File: src/rtl/bkpt_pkg.sv
package bkpt_pkg;

   typedef enum logic [1:0] {
      ACC_FETCH = 2'd0,
      ACC_READ  = 2'd1,
      ACC_WRITE = 2'd2,
      ACC_NONE  = 2'd3
   } acc_kind_e;

   typedef enum logic [1:0] {
      WATCH_FETCH = 2'd0,
      WATCH_WRITE = 2'd1,
      WATCH_RDWR  = 2'd2,
      WATCH_OFF   = 2'd3
   } watch_kind_e;

   typedef struct packed {
      logic [1:0]  len_code;
      watch_kind_e kind;
   } watch_attr_t;

   // Whether traffic of kind a can trip a watchpoint armed for kind w
   function automatic logic kind_match(watch_kind_e w, acc_kind_e a);
      logic ok;
      case (w)
         WATCH_FETCH: ok = (a == ACC_FETCH);
         WATCH_WRITE: ok = (a == ACC_WRITE);
         WATCH_RDWR:  ok = (a == ACC_READ) || (a == ACC_WRITE);
         default:     ok = 1'b0;
      endcase
      return ok;
   endfunction

   // Window length in bytes from a length code
   function automatic logic [3:0] len_bytes(logic [1:0] code);
      return 4'd1 << code;
   endfunction

endpackage

File: src/rtl/bkpt_access_split.sv
module bkpt_access_split #(
   parameter  int ADDR_W      = 32,
   parameter  int SIZE_W      = 4,
   parameter  int LINE_BYTES  = 64,
   parameter  int SPLIT_LINES = 1,
   localparam int EW          = ADDR_W + 1
) (
   input  logic [ADDR_W-1:0] addr,
   input  logic [SIZE_W-1:0] size,
   output logic [EW-1:0]     lo_start,
   output logic [EW-1:0]     lo_end,
   output logic [EW-1:0]     hi_start,
   output logic [EW-1:0]     hi_end,
   output logic              hi_valid
);
   localparam int LSB = $clog2(LINE_BYTES);

   logic [EW-1:0] last_b;

   assign lo_start = {1'b0, addr};
   assign last_b   = lo_start + EW'(size) - EW'(1);

   generate
      if (SPLIT_LINES != 0) begin : g_split
         logic [EW-1:0] line_end;
         assign line_end = {1'b0, addr[ADDR_W-1:LSB], {LSB{1'b1}}};
         assign hi_valid = (last_b > line_end);
         assign lo_end   = hi_valid ? line_end : last_b;
         assign hi_start = line_end + EW'(1);
         assign hi_end   = last_b;
      end else begin : g_flat
         assign hi_valid = 1'b0;
         assign lo_end   = last_b;
         assign hi_start = '0;
         assign hi_end   = '0;
      end
   endgenerate

endmodule

File: src/rtl/bkpt_range_cmp.sv
module bkpt_range_cmp #(
   parameter int EW = 33
) (
   input  logic [EW-1:0] a_lo,
   input  logic [EW-1:0] a_hi,
   input  logic [EW-1:0] b_lo,
   input  logic [EW-1:0] b_hi,
   output logic          ovl
);
   assign ovl = (a_lo <= b_hi) && (a_hi >= b_lo);
endmodule

File: src/rtl/bkpt_comparator.sv
module bkpt_comparator
   import bkpt_pkg::*;
#(
   parameter  int ADDR_W = 32,
   parameter  int NPARTS = 2,
   localparam int EW     = ADDR_W + 1
) (
   input  logic [ADDR_W-1:0]            base,
   input  watch_attr_t                  attr,
   input  logic [1:0]                   acc_kind,
   input  logic [NPARTS-1:0][EW-1:0]    part_lo,
   input  logic [NPARTS-1:0][EW-1:0]    part_hi,
   input  logic [NPARTS-1:0]            part_ok,
   output logic                         hit
);
   logic [EW-1:0]     win_lo;
   logic [EW-1:0]     win_hi;
   logic [NPARTS-1:0] ovl;

   assign win_lo = {1'b0, base};
   assign win_hi = win_lo + EW'(len_bytes(attr.len_code)) - EW'(1);

   for (genvar p = 0; p < NPARTS; p++) begin : g_part
      bkpt_range_cmp #(.EW(EW)) u_rc (
         .a_lo (part_lo[p]),
         .a_hi (part_hi[p]),
         .b_lo (win_lo),
         .b_hi (win_hi),
         .ovl  (ovl[p])
      );
   end

   assign hit = kind_match(attr.kind, acc_kind_e'(acc_kind)) && (|(ovl & part_ok));

endmodule

File: src/rtl/bkpt_status_acc.sv
module bkpt_status_acc #(
   parameter int NUM_BP = 4
) (
   input  logic              clk,
   input  logic              rst_n,
   input  logic              acc_fire,
   input  logic              acc_rep,
   input  logic              acc_last,
   input  logic [NUM_BP-1:0] hit,
   input  logic [NUM_BP-1:0] en,
   input  logic              clr,
   output logic [NUM_BP-1:0] bits,
   output logic              trap_req
);
   logic pend_q;
   logic en_hit;
   logic run_open;

   assign en_hit   = |(hit & en);
   assign run_open = acc_rep && !acc_last;

   always_ff @(posedge clk) begin
      if (!rst_n) begin
         bits     <= '0;
         pend_q   <= 1'b0;
         trap_req <= 1'b0;
      end else begin
         bits <= (clr ? '0 : bits) | ((acc_fire && en_hit) ? hit : '0);
         if (acc_fire) begin
            if (run_open) begin
               pend_q   <= pend_q | en_hit;
               trap_req <= 1'b0;
            end else begin
               pend_q   <= 1'b0;
               trap_req <= pend_q | en_hit;
            end
         end else begin
            trap_req <= 1'b0;
         end
      end
   end

   // without a clear, no recorded bit is ever lost
   a_r5_bits_sticky: assert property (@(posedge clk) disable iff (!rst_n)
      !clr |=> ((bits & $past(bits)) == $past(bits)));

   // no trap while a repeated run is still open
   a_r8_quiet_midrun: assert property (@(posedge clk) disable iff (!rst_n)
      (acc_fire && run_open) |=> !trap_req);

   // a trap always follows an access
   a_r8_trap_follows_access: assert property (@(posedge clk) disable iff (!rst_n)
      trap_req |-> $past(acc_fire));

   // disabled-only matches leave status and trap alone
   a_r2_disabled_silent: assert property (@(posedge clk) disable iff (!rst_n)
      (acc_fire && ((hit & en) == '0) && !pend_q && !clr) |=> (!trap_req && $stable(bits)));

endmodule

File: src/rtl/bkpt_match_unit.sv
module bkpt_match_unit
   import bkpt_pkg::*;
#(
   parameter  int                ADDR_W      = 32,
   parameter  int                NUM_BP      = 4,
   parameter  int                SIZE_W      = 4,
   parameter  int                MAX_SIZE    = 10,
   parameter  int                LINE_BYTES  = 64,
   parameter  int                SPLIT_LINES = 1,
   parameter  int                STS_W       = 32,
   parameter  logic [STS_W-1:0]  STS_FILL    = 32'hFFFF_0FF0,
   localparam int                IDX_W       = (NUM_BP > 1) ? $clog2(NUM_BP) : 1
) (
   input  logic              clk,
   input  logic              rst_n,
   input  logic              cfg_we,
   input  logic [IDX_W-1:0]  cfg_idx,
   input  logic [ADDR_W-1:0] cfg_addr,
   input  logic [1:0]        cfg_len,
   input  logic [1:0]        cfg_kind,
   input  logic              ctl_we,
   input  logic [NUM_BP-1:0] ctl_en,
   input  logic              sts_we,
   input  logic [NUM_BP-1:0] sts_wdata,
   input  logic              acc_valid,
   input  logic [ADDR_W-1:0] acc_addr,
   input  logic [SIZE_W-1:0] acc_size,
   input  logic [1:0]        acc_kind,
   input  logic              acc_rep,
   input  logic              acc_last,
   output logic [STS_W-1:0]  sts_rdata,
   output logic              trap_req
);
   localparam int EW     = ADDR_W + 1;
   localparam int NPARTS = 2;
   localparam int LSB    = $clog2(LINE_BYTES);

   // Elaboration-time parameter checks
   if (NUM_BP < 1 || NUM_BP > 4) begin : g_chk_nbp
      $error("NUM_BP must be 1..4");
   end
   if ((1 << LSB) != LINE_BYTES) begin : g_chk_line
      $error("LINE_BYTES must be a power of two");
   end
   if (MAX_SIZE > LINE_BYTES || MAX_SIZE >= (1 << SIZE_W)) begin : g_chk_size
      $error("MAX_SIZE must fit SIZE_W and one line");
   end
   if (STS_W < 16 || STS_FILL[NUM_BP-1:0] != '0) begin : g_chk_sts
      $error("status word too narrow or fill overlaps match field");
   end

   // Watchpoint configuration
   logic [NUM_BP-1:0][ADDR_W-1:0] base_q;
   watch_attr_t [NUM_BP-1:0]      attr_q;
   logic [NUM_BP-1:0]             en_q;
   logic [ADDR_W-1:0]             align_mask;

   assign align_mask = ~(ADDR_W'(len_bytes(cfg_len)) - ADDR_W'(1));

   always_ff @(posedge clk) begin
      if (!rst_n) begin
         base_q <= '0;
         en_q   <= '0;
         for (int i = 0; i < NUM_BP; i++) begin
            attr_q[i] <= '{len_code: 2'd0, kind: WATCH_OFF};
         end
      end else begin
         if (cfg_we && (int'(cfg_idx) < NUM_BP)) begin
            base_q[cfg_idx] <= cfg_addr & align_mask;
            attr_q[cfg_idx] <= '{len_code: cfg_len, kind: watch_kind_e'(cfg_kind)};
         end
         if (ctl_we) begin
            en_q <= ctl_en;
         end
      end
   end

   // Access split at the line boundary
   logic                     acc_fire;
   logic [EW-1:0]            lo_start, lo_end, hi_start, hi_end;
   logic                     hi_valid;
   logic [NPARTS-1:0][EW-1:0] part_lo, part_hi;
   logic [NPARTS-1:0]        part_ok;

   assign acc_fire = acc_valid && (acc_size != '0);

   bkpt_access_split #(
      .ADDR_W      (ADDR_W),
      .SIZE_W      (SIZE_W),
      .LINE_BYTES  (LINE_BYTES),
      .SPLIT_LINES (SPLIT_LINES)
   ) u_split (
      .addr     (acc_addr),
      .size     (acc_size),
      .lo_start (lo_start),
      .lo_end   (lo_end),
      .hi_start (hi_start),
      .hi_end   (hi_end),
      .hi_valid (hi_valid)
   );

   assign part_lo = {hi_start, lo_start};
   assign part_hi = {hi_end, lo_end};
   assign part_ok = {hi_valid, 1'b1};

   // the high part always begins on a line boundary
   a_r6_high_on_line: assert property (@(posedge clk) disable iff (!rst_n)
      (acc_fire && hi_valid) |-> (hi_start[LSB-1:0] == '0));

   // the two parts together hold exactly acc_size bytes
   a_r7_bytes_covered: assert property (@(posedge clk) disable iff (!rst_n)
      acc_fire |-> ((lo_end - lo_start + EW'(1))
                    + (hi_valid ? (hi_end - hi_start + EW'(1)) : EW'(0))) == EW'(acc_size));

   // Comparators
   logic [NUM_BP-1:0] hit;

   for (genvar i = 0; i < NUM_BP; i++) begin : g_bp
      bkpt_comparator #(.ADDR_W(ADDR_W), .NPARTS(NPARTS)) u_cmp (
         .base     (base_q[i]),
         .attr     (attr_q[i]),
         .acc_kind (acc_kind),
         .part_lo  (part_lo),
         .part_hi  (part_hi),
         .part_ok  (part_ok),
         .hit      (hit[i])
      );
   end

   // Status and trap
   logic [NUM_BP-1:0] sts_bits;
   logic              sts_clr;

   assign sts_clr = sts_we && (&sts_wdata);

   bkpt_status_acc #(.NUM_BP(NUM_BP)) u_sts (
      .clk      (clk),
      .rst_n    (rst_n),
      .acc_fire (acc_fire),
      .acc_rep  (acc_rep),
      .acc_last (acc_last),
      .hit      (hit),
      .en       (en_q),
      .clr      (sts_clr),
      .bits     (sts_bits),
      .trap_req (trap_req)
   );

   always_comb begin
      sts_rdata               = STS_FILL;
      sts_rdata[NUM_BP-1:0]   = sts_bits;
   end

endmodule

File: config.mk
export PLATFORM = sky130hd
export DESIGN_NAME = bkpt_match_unit
export DESIGN_NICKNAME = d
export VERILOG_FILES = /design/src/rtl/bkpt_pkg.sv /design/src/rtl/bkpt_access_split.sv /design/src/rtl/bkpt_range_cmp.sv /design/src/rtl/bkpt_comparator.sv /design/src/rtl/bkpt_status_acc.sv /design/src/rtl/bkpt_match_unit.sv
export SDC_FILE = /design/constraint.sdc
export NUM_CORES = 1
export LEC_CHECK = 0
export BUFFER_PORTS_ARGS = -buffer_cell sky130_fd_sc_hd__clkbuf_2
export CORE_MARGIN = 2
export CORE_UTILIZATION = 65
export CTS_BUF_LIST = sky130_fd_sc_hd__clkbuf_4 sky130_fd_sc_hd__clkbuf_8
export DETAILED_ROUTE_END_ITERATION = 6
export MAX_ROUTING_LAYER = met4
export PLACE_DENSITY = 0.9
export SYNTH_ARGS = -nofsm -noshare
export SYNTH_HDL_FRONTEND = slang
export SYNTH_SLANG_ARGS = --single-unit
File: constraint.sdc
create_clock -name clk -period 21.8 [get_ports clk]
set_input_delay 2.18 -clock clk [delete_from_list [all_inputs] [get_ports clk]]
set_output_delay 2.18 -clock clk [all_outputs]
set_load 0.005 [all_outputs]
==> flow_summary.ini <==
[logic_synthesis]
syn_inst = 3442
synth.avg_cell_area_um2 = 7.74
synthFlopType = dfxtp_1
ys_types = 97
async_reset_ff_share_pct = 0
yosysWarningCount = 0
synthesis.area_um2 = 26700
synth-seq-area-share_pct = 11.6
synth_edf_count = 0
ys_ff_latch = 154

[worst_setup_path]
critPathKind = in2reg
worst-path-buf-inv = 4
worstSetupStartpoint = acc_addr[1]
r2r-start = attr_q[10]
critPathCaptureType = flip-flop
cp_common_cell = ha_1
rr_worst_depth = 26
critPathTopFamily = compound AO/OA/AOI/OAI gates
cp.required_ps = 22320
slowest_delay_ps = 610
worstPathArrival_ps = 11420
startpoint_type = primary input
reg2reg_slack_ps = 13130
rr_endpoint = u_sts.bits[0]
cp_num_cells = 37
cp_max_fo = 14
slowest_stage = nor4_1
endpoint = u_sts.bits[1]

[final_layout]
multi_input_area_um2 = 22200
final_cell_count_no_fill = 4065
final_core_util_pct = 69.0
final_common_cell = ha_1
nNetsFinal = 4334
num-fill-cells = 3559
ff_latch_area_um2 = 3080
final_cell_mix = 720 x ha_1, 412 x nand2_1, 391 x a21oi_1
syn2layout_area_growth_pct = 5.28
layout-drive-gt1-share_pct = 6.66

[floorplanning]
num_rows = 74
initial_utilization_pct = 65.6
die_h_um = 207
pin_count = 125
die_x_um = 207
core-area_um2 = 40600
die_area_um2 = 42600

[power]
power.leakage_nw = 13.1
p_per_area_nw_per_um2 = 67.9
ir_worst_vdd_mv = 0.0560

[global_routing]
grt.overflow.total = 0
grt_pass1_vias = 24987
met3_usage_pct = 16.4
grt_pass1_wl_um = 154000
grt.busiest_layer = met2
grt_max_degree = 75
grt_usage_pct = 50.8
gr-usage-met1_pct = 63.0
antenna_found_initial = 4
grt_util_met2_pct = 73.3

[sta]
maxSlewHeadroom_pct = 9.81
setup_viol_count_final = 0
max_freq_mhz = 91.7
fin_crit_sh_pct = 50.0
timing.final.max_slew_violations = 0
clock_skew_ps = 24.8
finalSetupTns_ps = 0
period_minus_slack_ps = 10900
hold_viol_final = 0
rsz0062_at_grt = no
worst_pin_slew_ps = 1340

[worst_hold_path]
hold_depth = 2
hp-class = reg2reg

[clocking]
root_buffer = clkbuf_8
clkLatencyLatePin_ps = 600
cts_sinks = 154
clock_path_buffers = 2
post_cts_buffers = 0
clk_pin_slew_ps = 100
cts_tree = built
htree_num_levels = 4
cts_resized = 0
numCtsBuffers = 17
hold_buffers = 0

[placement]
io_buffers = 96
gp_congestion = 1.13
dpl.hpwl_um = 87600
dpl.cell_count = 4030

[detailed_routing]
drt-pass1-iter-count = 7
via_per_inst = 6.75
drt_iter0_markers = 3036
drc = 0
drt-total-wl_um = 106000
ant_nets = 0
num_vias = 27444
wire_per_inst_um = 26.0

[job]
maxCapViolations = 0

[status]
status = finished, final reports clean
## registers in the layout, summed over array words and instances, names as in the netlist
register and count:
u_sts.bits 4, u_sts.trap_req 1, base_q 128, u_sts.pend_q 1
en_q 4, attr_q 16
## power breakdown
group          switching, mW  leakage [nW]  internal, mW
Sequential           0.00959          1.25         0.291
Clock                  0.136         0.213         0.120
Combinational          0.836          11.6         0.513
Total                  0.982          13.1         0.924
## worst reg2reg max path: stages, from the launching register on
cell and delay, ps:
dfxtp_1 350, nand2b_1 160, ha_1 270, inv_1 60, ha_1 310, a211oi_1 340
o21ai_0 430, a211o_1 430, nand3_1 310, a41oi_1 210, o21ai_0 1030, a21oi_1 190
o21ai_0 310, a21oi_1 110, nor2_1 130, xor2_1 260, ha_1 200, and4_1 180
nand3_1 400, a211oi_1 1030, a2111oi_0 190, a211oi_1 720, nand2_1 100, a2bb2o_1 350
o31ai_4 130, a21oi_4 250, o21ai_0 120
## metal layers
metal | part of all wire [%] | vias to the layer above
met5 | 0 | -
met4 | 5.7 | 0
met3 | 13 | 330
met2 | 41 | 1601
met1 | 40 | 12754
li1 | - | 12759
## metrics by stage
step                      hold slack, ps  instance area [um^2]  power (mW)  setup WS (ps)
after global placement               443                 27600        1.57          10860
final                                460                 28100        1.91          10900
after floorplan                      436                 26800        1.18          12150
after CTS                            461                 28000        1.84          11070
after global routing                 487                 28100        2.03          10310
after detailed placement             448                 27600        1.58          10480
## worst min path at each step
stage                 end        from
2_1_floorplan   base_q[1]   base_q[1]
3_3_place_gp   base_q[97]  base_q[97]
3_5_place_dp   base_q[33]  base_q[33]
4_1_cts        base_q[33]  base_q[33]
5_1_grt         base_q[1]   base_q[1]
6_report       base_q[99]  base_q[99]
## area by class of cell
cell class / instances / share of cell area [%]
Tap cell: 532 / 2.37
Sequential cell: 154 / 11.0
Antenna cell: 4 / 0.0357
Inverter: 284 / 3.81
Clock buffer: 20 / 0.936
Multi-Input combinational cell: 2947 / 79.1
Clock inverter: 11 / 0.575
Timing Repair Buffer: 113 / 2.17
## cells in the mapped netlist (9+ instances only)
master | instances | area, um^2
a211o_1 | 11 | 96.3
a211oi_1 | 54 | 405
a21boi_0 | 9 | 67.6
a21o_1 | 172 | 1290
a21oi_1 | 391 | 1960
a221oi_1 | 14 | 123
a31oi_1 | 19 | 119
and2_1 | 9 | 56.3
and3_1 | 23 | 144
buf_4 | 28 | 210
clkbuf_1 | 47 | 176
dfxtp_1 | 154 | 3080
ha_1 | 720 | 9010
inv_1 | 283 | 1060
mux2_2 | 25 | 282
nand2_1 | 412 | 1550
nand2b_1 | 33 | 206
nand3_1 | 74 | 370
nand4_1 | 108 | 676
nor2_1 | 142 | 533
nor2b_1 | 27 | 169
nor3_1 | 59 | 295
nor4_1 | 21 | 131
o211ai_1 | 19 | 143
o21a_1 | 39 | 293
o21ai_0 | 147 | 736
o21bai_1 | 31 | 233
o31ai_1 | 15 | 113
or2_2 | 25 | 156
or3_1 | 11 | 68.8
xnor2_1 | 106 | 928
xor2_1 | 56 | 490
## logic make-up after synthesis
logic type	after synthesis	share of synthesized area, %
buffers and inverters	367	5.62
flip-flops	154	11.6
AND/OR/NAND/NOR	981	17.5
AO/OA/AOI/OAI	1017	24.4
other	2	0.0282
XOR/XNOR	163	5.38
adder cells (fa/ha/maj)	725	34.2
multiplexers	33	1.36
Note: power is estimated with default switching activity, not from simulation.
